## src/rtl/cid_pkg.sv

```systemverilog
package cid_pkg;
  localparam int PROB_W = 16;
  typedef logic [PROB_W-1:0] prob_t;

  localparam int N_DRAW = 5;
  localparam int D_DEL  = 0;
  localparam int D_INS  = 1;
  localparam int D_CLS  = 2;
  localparam int D_SUB  = 3;
  localparam int D_BIT  = 4;

  localparam prob_t POLY_DEF = 16'hB400;

  typedef enum logic [1:0] {
    TAG_XMIT = 2'd0,
    TAG_INS  = 2'd1,
    TAG_DELF = 2'd2,
    TAG_SUB  = 2'd3
  } tag_e;

  typedef enum logic [1:0] {
    PAIR_NONE = 2'd0,
    PAIR_INS  = 2'd1,
    PAIR_DEL  = 2'd2
  } pair_e;

  // Galois shift step.
  function automatic prob_t lfsr_step(input prob_t s, input prob_t poly);
    return s[0] ? ((s >> 1) ^ poly) : (s >> 1);
  endfunction

  // An event fires when a nonzero draw is at or below the threshold.
  function automatic logic fires(input prob_t draw, input prob_t thr);
    return (draw != '0) && (draw <= thr);
  endfunction

  // Q0.16 scaling of the closing threshold, truncated.
  function automatic prob_t decay(input prob_t p, input prob_t r);
    logic [2*PROB_W-1:0] m;
    m = {{PROB_W{1'b0}}, p} * {{PROB_W{1'b0}}, r};
    return m[2*PROB_W-1:PROB_W];
  endfunction

  // Distinct nonzero start value per generator.
  function automatic prob_t seed_of(input int k);
    logic [31:0] t;
    t = 32'h0000ACE1 ^ (32'(k) * 32'h00001F35);
    return (t[PROB_W-1:0] == '0) ? prob_t'(1) : t[PROB_W-1:0];
  endfunction
endpackage

```

## src/rtl/cid_lfsr.sv

```systemverilog
module cid_lfsr
  import cid_pkg::*;
#(
  parameter prob_t SEED = 16'h0001,
  parameter prob_t POLY = POLY_DEF
) (
  input  logic  clk,
  input  logic  rst_n,
  input  logic  adv,
  output prob_t state
);
  prob_t s_q;

  always_ff @(posedge clk) begin
    if (!rst_n)   s_q <= SEED;
    else if (adv) s_q <= lfsr_step(s_q, POLY);
  end

  assign state = s_q;
endmodule

```

## src/rtl/cid_pair_ctrl.sv

```systemverilog
module cid_pair_ctrl
  import cid_pkg::*;
(
  input  logic  clk,
  input  logic  rst_n,
  input  logic  decide,
  input  prob_t draw_del,
  input  prob_t draw_ins,
  input  prob_t draw_cls,
  input  prob_t thr_del,
  input  prob_t thr_ins,
  input  prob_t close_init,
  input  prob_t decay_ratio,
  output logic  ev_del,
  output logic  ev_ins,
  output pair_e pair_state,
  output prob_t close_prob
);
  pair_e st_q;
  prob_t prob_q;
  logic  hit_del, hit_ins, hit_cls;

  always_comb begin
    hit_del = fires(draw_del, thr_del);
    hit_ins = fires(draw_ins, thr_ins);
    hit_cls = fires(draw_cls, prob_q);
    ev_del  = 1'b0;
    ev_ins  = 1'b0;
    unique case (st_q)
      PAIR_NONE: begin
        ev_del = hit_del;
        ev_ins = !hit_del && hit_ins;
      end
      PAIR_INS: ev_del = hit_cls;
      PAIR_DEL: ev_ins = hit_cls;
      default: ;
    endcase
  end

  always_ff @(posedge clk) begin
    if (!rst_n) begin
      st_q   <= PAIR_NONE;
      prob_q <= '0;
    end else if (decide) begin
      if (st_q == PAIR_NONE) begin
        if (ev_del) begin
          st_q   <= PAIR_DEL;
          prob_q <= close_init;
        end else if (ev_ins) begin
          st_q   <= PAIR_INS;
          prob_q <= close_init;
        end
      end else if (hit_cls) begin
        st_q <= PAIR_NONE;
      end else begin
        prob_q <= decay(prob_q, decay_ratio);
      end
    end
  end

  assign pair_state = st_q;
  assign close_prob = prob_q;
endmodule

```

## src/rtl/cid_chan.sv

```systemverilog
module cid_chan
  import cid_pkg::*;
#(
  parameter prob_t POLY = POLY_DEF
) (
  input  logic              clk,
  input  logic              rst_n,
  input  logic              in_valid,
  output logic              in_ready,
  input  logic              in_bit,
  input  logic [PROB_W-1:0] thr_del,
  input  logic [PROB_W-1:0] thr_ins,
  input  logic [PROB_W-1:0] thr_sub,
  input  logic [PROB_W-1:0] close_init,
  input  logic [PROB_W-1:0] decay_ratio,
  output logic              out_valid,
  input  logic              out_ready,
  output logic              out_bit,
  output logic [1:0]        out_tag
);
  prob_t             draw [N_DRAW];
  logic [N_DRAW-1:0] adv;

  for (genvar k = 0; k < N_DRAW; k++) begin : g_rng
    cid_lfsr #(.SEED(seed_of(k)), .POLY(POLY)) u_rng (
      .clk(clk), .rst_n(rst_n), .adv(adv[k]), .state(draw[k])
    );
  end

  logic  ov_q, ob_q, ins_pend_q, delf_q;
  tag_e  otag_q;
  logic  can_load, decide_w, ev_del_w, ev_ins_w;
  logic  load_data, load_ins, flip_w;
  pair_e pair_w;
  prob_t cprob_w;

  cid_pair_ctrl u_pair (
    .clk(clk), .rst_n(rst_n), .decide(decide_w),
    .draw_del(draw[D_DEL]), .draw_ins(draw[D_INS]), .draw_cls(draw[D_CLS]),
    .thr_del(thr_del), .thr_ins(thr_ins),
    .close_init(close_init), .decay_ratio(decay_ratio),
    .ev_del(ev_del_w), .ev_ins(ev_ins_w),
    .pair_state(pair_w), .close_prob(cprob_w)
  );

  always_comb begin
    can_load  = !ov_q || out_ready;
    decide_w  = in_valid && can_load && !ins_pend_q;
    load_ins  = decide_w && ev_ins_w;
    load_data = (decide_w && !ev_del_w && !ev_ins_w) ||
                (ins_pend_q && in_valid && can_load);
    in_ready  = can_load && (ins_pend_q || !ev_ins_w);
    flip_w    = fires(draw[D_SUB], thr_sub);
    adv          = '0;
    adv[D_DEL]   = decide_w;
    adv[D_INS]   = decide_w;
    adv[D_CLS]   = decide_w;
    adv[D_SUB]   = load_data;
    adv[D_BIT]   = load_ins;
  end

  always_ff @(posedge clk) begin
    if (!rst_n) begin
      ov_q       <= 1'b0;
      ob_q       <= 1'b0;
      otag_q     <= TAG_XMIT;
      ins_pend_q <= 1'b0;
      delf_q     <= 1'b0;
    end else begin
      if (load_ins) begin
        ov_q       <= 1'b1;
        ob_q       <= ^draw[D_BIT];
        otag_q     <= TAG_INS;
        ins_pend_q <= 1'b1;
      end else if (load_data) begin
        ov_q       <= 1'b1;
        ob_q       <= in_bit ^ flip_w;
        otag_q     <= flip_w ? TAG_SUB : (delf_q ? TAG_DELF : TAG_XMIT);
        ins_pend_q <= 1'b0;
        delf_q     <= 1'b0;
      end else if (out_ready) begin
        ov_q <= 1'b0;
      end
      if (decide_w && ev_del_w) delf_q <= 1'b1;
    end
  end

  assign out_valid = ov_q;
  assign out_bit   = ob_q;
  assign out_tag   = otag_q;
endmodule

```

## config.mk

```make
export PLATFORM = sky130hd
export DESIGN_NAME = cid_chan
export DESIGN_NICKNAME = d
export VERILOG_FILES = /design/src/rtl/cid_pkg.sv /design/src/rtl/cid_lfsr.sv /design/src/rtl/cid_pair_ctrl.sv /design/src/rtl/cid_chan.sv
export SDC_FILE = /design/constraint.sdc
export NUM_CORES = 1
export LEC_CHECK = 0
export BUFFER_PORTS_ARGS = -buffer_cell sky130_fd_sc_hd__buf_2
export CAP_MARGIN = 20
export CELL_PAD_IN_SITES_DETAIL_PLACEMENT = 0
export CELL_PAD_IN_SITES_GLOBAL_PLACEMENT = 2
export CORE_MARGIN = 8
export CORE_UTILIZATION = 39
export CTS_CLUSTER_SIZE = 30
export DETAILED_ROUTE_END_ITERATION = 7
export PLACE_DENSITY = 0.9
export SYNTH_ARGS = -nofsm -noshare
export SYNTH_HDL_FRONTEND = slang
export SYNTH_SLANG_ARGS = --single-unit
```

## constraint.sdc

```tcl
create_clock -name clk -period 10.05 [get_ports clk]
set_input_delay 3.015 -clock clk [delete_from_list [all_inputs] [get_ports clk]]
set_output_delay 3.015 -clock clk [all_outputs]
set_load 0.01 [all_outputs]
```

=== After elaboration in Yosys (flattened, before gate mapping) ===
Cells that the tools add are included.
Widths: inputs -> output; s select.

* Bits in registers: 104
* Input bits: 85
* Output and inout port bits: 5
* Logic and storage cells: 94

* $mul: 1
* $lt $le $gt $ge: 4
* Equal/unequal tests: 5
* Multiplexer cells: 28
* Bitwise logic cells: 7
* Reduce and logical (&&, ||, !) cells: 36

{| class="wikitable"
|+ Operators with widths
! cell !! number
|-
| $mux 16 || 9
|-
| $le 16x16->1 || 4
|-
| $reduce_bool 16->1 || 4
|-
| $mul 16x16->32 || 1
|-
| $not 3->4 || 5
|-
| $reduce_xor 16->1 || 1
|-
| $logic_and 1x1->1 || 14
|-
| $mux 2 || 6
|-
| $mux 1 || 11
|-
| $reduce_and 3->1 || 2
|-
| $reduce_bool 2->1 || 3
|-
| $logic_not 1->1 || 5
|-
| $ne 2x2->1 const B || 2
|-
| $pmux 1 s2 || 2
|-
| $logic_or 1x1->1 || 3
|-
| $ne 3x3->1 const B || 1
|-
| $reduce_bool 3->1 || 1
|-
| $eq 2x1->1 const B || 1
|-
| $eq 2x2->1 const B || 1
|-
| $logic_not 2->1 || 1
|-
| $reduce_and 2->1 || 1
|-
| $reduce_or 2->1 || 1
|-
| $not 1->1 || 1
|-
| $xor 1x1->1 || 1
|}

=== Depth between registers and ports, before layout ===
* Word-level depth: 11
* Depth in mapped cells: 24
* Mapped depth without buffers: 22

=== Cells and area by module ===
From an unflattened synthesis, not the netlist that was laid out.

* Cells, all modules: 1,624
* Area, all modules: 14,397.6 um^2

{| class="wikitable"
|+ Modules (own cells, without submodules)
! module !! instances !! cells an instance !! area an instance (um^2) !! sequential area each (um^2)
|-
| cid_pair_ctrl || 1 || 1,233 || 10,362.4 || 360.3
|-
| cid_lfsr at g_rng[2].u_rng ... || 2 || 55 || 624.3 || 320.3
|-
| cid_chan || 1 || 113 || 897.1 || 120.1
|-
| cid_lfsr at g_rng[1].u_rng || 1 || 56 || 634.4 || 320.3
|-
| cid_lfsr at g_rng[0].u_rng || 1 || 56 || 631.9 || 320.3
|-
| cid_lfsr at g_rng[3].u_rng || 1 || 56 || 623.1 || 320.3
|}

=== Worst setup path before layout ===
OpenSTA, ideal clock, no wires.

* Kind: input to register
* Start: in decay_ratio[1]
* End: reg u_pair.prob_q[14], in the netlist u_pair.close_prob[14]
* Library setup time: 0.091 ns
* Data arrival time: 8.299 ns
* Required time: 9.959 ns
* Path slack: 1.660 ns
* Stages on the path: 20
* Path buffers: 1
* Cells stage by stage: clkbuf_1 -> nand2_1 -> fa_1 -> fa_1 -> fa_1 -> fa_1 -> inv_1 -> fa_1 -> inv_1 -> fa_1 -> inv_1 -> ha_1 -> o21a_1 -> a221oi_1 -> o211ai_1 -> a31oi_1 -> o21ai_1 -> a31oi_1 -> xor2_1 -> a311oi_1

* Cells in the longest elaborated chain, start to end: 3

{| class="wikitable"
|+ Ends and longest elaborated chain
! item !! line !! RTL
|-
| start: declaration || cid_chan.sv:15 || <nowiki>input logic [PROB_W-1:0] decay_ratio,</nowiki>
|-
| $mul 16x16->32 || cid_pkg.sv:40 || <nowiki>m = {{PROB_W{1'b0}}, p} * {{PROB_W{1'b0}}, r};</nowiki>
|-
| $mux 16 || cid_pair_ctrl.sv:53 || <nowiki>end else if (hit_cls) begin</nowiki>
|-
| $mux 16 || cid_pair_ctrl.sv:45 || <nowiki>if (st_q == PAIR_NONE) begin</nowiki>
|-
| end signal: assignment || cid_pair_ctrl.sv:48 || <nowiki>prob_q <= close_init;</nowiki>
|-
| end signal: assignment || cid_pair_ctrl.sv:51 || <nowiki>prob_q <= close_init;</nowiki>
|-
| end signal: assignment || cid_pair_ctrl.sv:56 || <nowiki>prob_q <= decay(prob_q, decay_ratio);</nowiki>
|-
| end: declaration || cid_pair_ctrl.sv:20 || <nowiki>prob_t prob_q;</nowiki>
|}

Every way passes these cells. The select of a mux whose other input is x is not followed.
A chain may end at the register's enable or synchronous reset.

=== Final worst setup path ===
* Start: in decay_ratio[4]
* End: reg u_pair.prob_q[14], in the netlist u_pair.close_prob[14]

Same word-level chain as after synthesis.

==> metrics <==
initial antenna violation count=8; count of antenna-violating nets left after detailed routing=0; library cell with the largest summed area after synthesis=fa_1; setup skew after layout=7.93 ps; class of the most critical hold timing path=reg -> reg; cell types with the highest counts after synthesis=inv_1, nand2_1, fa_1; routability congestion estimate from global placement=0.831; run status=complete, no violations; average wire per cell in the routed design=about 16 µm; power density over the cells=roughly 250 nW/µm²; hold buffer count at CTS=0; non-filler instance count after layout=~2.1k; fraction of registers with async set or reset after synthesis=0; height of the die=205 µm; later-pin clock latency in the skew report=350 ps; via-per-instance ratio=5.04; leakage power total=7.55 nW; overall power=3.82 mW; CTS tree=done; share of Yosys cell area claimed by the top area cell type=0.277; reg-to-reg critical path startpoint=u_pair.close_prob[9]; startpoint type of the worst setup path=input pin; Max Clk Rate=approximately 110 MHz; maximum clock path buffer count=2; post-synthesis to final-layout area growth=7.95%; data arrival time of the critical path=8980 ps; Seq/Total Area, Yosys=0.149; overall via count from detail_route=10.8k; clock-pin slew on the worst setup and hold paths=70 ps; critical path endpoint category=flop; pin count of the biggest net entering global routing=53; post-route clock period utilization=0.867; count of mapped cells out of synthesis=approximately 1.6k; Final HPWL DP=between 20,000 and 30,000 µm; number of max-slew violations in the final report=0; crit path max-delay cell type=fa_1; ranking of synthesized cells by area=fa_1, dfxtp_1, ha_1; critical path data required time=10,310 ps; Die ar.=between 40,000 and 50,000 µm²; origin of the worst setup path=decay_ratio[4]; DRT Wirelength=34,900 µm; crit path kind=in -> reg; final layout net count=~2.1k; count of cell types in the netlist=52; global-route wire length before repair=between 50,000 and 60,000 µm; post-CTS setup buffers=0; critical path, cell by cell=buf_2 -> and2_1 -> fa_1 -> inv_1 -> fa_1 -> fa_1 -> fa_1 -> inv_1 -> fa_1 -> inv_1 -> fa_1 -> inv_1 -> ha_1 -> o21a_1 -> a221oi_1 -> o211ai_1 -> a31oi_1 -> o21ai_1 -> a31oi_1 -> xor2_1 -> a311oi_1; buffers added on ports=89; First-pass DRT Iterations=5; starting density of the core=0.394; count of flip-flops with a built-in enable after synthesis=0; vias in the first global route=between 10k and 15k; antenna cell count=0; number of top-level design ports=90; FF+latch count, synth=104; maximum fanout count along the critical path=16; Yosys warning count=0; number of placed instances with taps included=2,119; IR drop worst, VDD=210 µV; number of DRC markers in iteration 0=460; Relative slew margins=0.306; Worst setup endpoint=u_pair.close_prob[14]; library cell with the highest instance count after synthesis=inv_1; count of endpoints failing setup in the final report=0; die width=roughly 210 µm; setup slack of the most critical reg-to-reg path=3260 ps; final sum of negative setup slack=0 ps; PostCTS Resize Cnt=0; Tightest Pin Transition=1040 ps; number of placement rows=69; Global Route Usage Sum=0.174; H-tree depth reported by CTS=3; endpoint of the most critical register-to-register path=u_pair.close_prob[14]; Net Count, Synth=2,081; Reg2Reg Depth=19; max-cap violation count=0; share of post-route cells with drive strength above 1=0.0776; detailed-route DRC error count=0; number of hold violations in the final report=0; number of clock sinks=104; clock period minus final worst setup slack=8710 ps; Crit path largest cell delay=roughly 550 ps; cell area after synthesis=14,000 µm²; TritonCTS buffer count=9; CTS root buffer=clkbuf_16; core area=35,400 µm²; total congestion overflow=0; mean area per synthesized cell=8.52 µm²; unrepaired setup endpoints after global routing=no; ys flop type=dfxtp_1; Critical Path Most Common Cell=fa_1
## area by class of cell
cell class	instances	area, µm²
clock buffers	9	225
clock inverters	7	65.1
fillers	3552	20300
inverters	294	1100
multi-input cells	1163	10500
flip-flops and latches	104	2080
well taps	461	577
repair buffers	99	541
## sequential cells by signal, indices dropped and copies added (netlist names)
signal and cells:
g_rng.u_rng.state 80, out_bit 1, out_tag 2, u_pair.pair_state 2
delf_q 1, u_pair.close_prob 16, ins_pend_q 1, out_valid 1
## layer usage
metal	up-vias	share of wire	wire length, µm	track usage
li1	5240	-	-	-
met1	5254	0.45	15700	0.226
met2	212	0.48	16600	0.293
met3	42	0.060	2110	0.0440
met4	16	0.012	406	0.0271
met5	-	0.0031	108	0
## cells by family (layout without fill, tap and decap cells)
group                    after synthesis  count (layout)  share of synthesized area
AO/OA/AOI/OAI                        197             197                     0.0941
XOR/XNOR                              41              41                     0.0257
adder cells (fa/ha/maj)              358             358                      0.425
buffers and inverters                371             409                      0.102
flip-flops                           104             104                      0.149
multiplexers                          36              36                     0.0261
AND/OR/NAND/NOR                      531             531                      0.178
## worst min path at each step
stage	cells past startpoint	from	slack (ps)	endpoint
2_1_floorplan	2	delf_q	430	delf_q
3_3_place_gp	2	delf_q	450	delf_q
3_5_place_dp	2	delf_q	450	delf_q
4_1_cts	2	delf_q	470	delf_q
5_1_grt	2	delf_q	500	delf_q
6_report	2	delf_q	470	delf_q
## placed cells by master, fill, tap and decap left out, types with 3 or more instances in the layout
cell type   count
xnor2_1        29
and4_1          6
inv_8           3
mux2i_1        33
clkbuf_16       9
inv_1         293
a21oi_1        61
a31oi_1        14
o21ai_0        20
a311oi_1        3
nor2_1         50
a211oi_1        7
a221oi_1        3
o21ai_1        10
ha_1          165
clkinvlp_4      3
nand4_1        17
nand2_1       273
o211ai_1       19
buf_2          89
a21o_1         30
nor4_1         17
o21a_1          6
nor2b_1         5
nand3_1        29
dfxtp_1       104
and2_1        114
nand2b_1        3
nor3_1          6
xor2_1         12
fa_1          193
buf_4           8
o31a_1          3
## metrics by stage
stage	cell area (µm²)	worst slack, ps	hold slack (ps)	utilization
after floorplan	14000	1660	429	-
after detailed placement	14700	986	453	0.416
final	15100	1340	472	0.425
after CTS	15000	1360	471	0.424
after global placement	14700	1040	448	0.416
after global routing	15100	970	495	0.425
## critical path: cells and delay by family
kind	cells	cell delay, ps
adder cells (fa/ha/maj)	7	3270
AND/OR/NAND/NOR	1	220
XOR/XNOR	1	90
AO/OA/AOI/OAI	7	1980
buffers and inverters	5	390
## power by group
group          internal (mW)  switching, mW  total (mW)
Clock                  0.174          0.173       0.347
Combinational           1.20           1.65        2.85
Sequential             0.467          0.147       0.614
Total                   1.84           1.97        3.82
No activity file was read; power rests on OpenSTA's default activity.
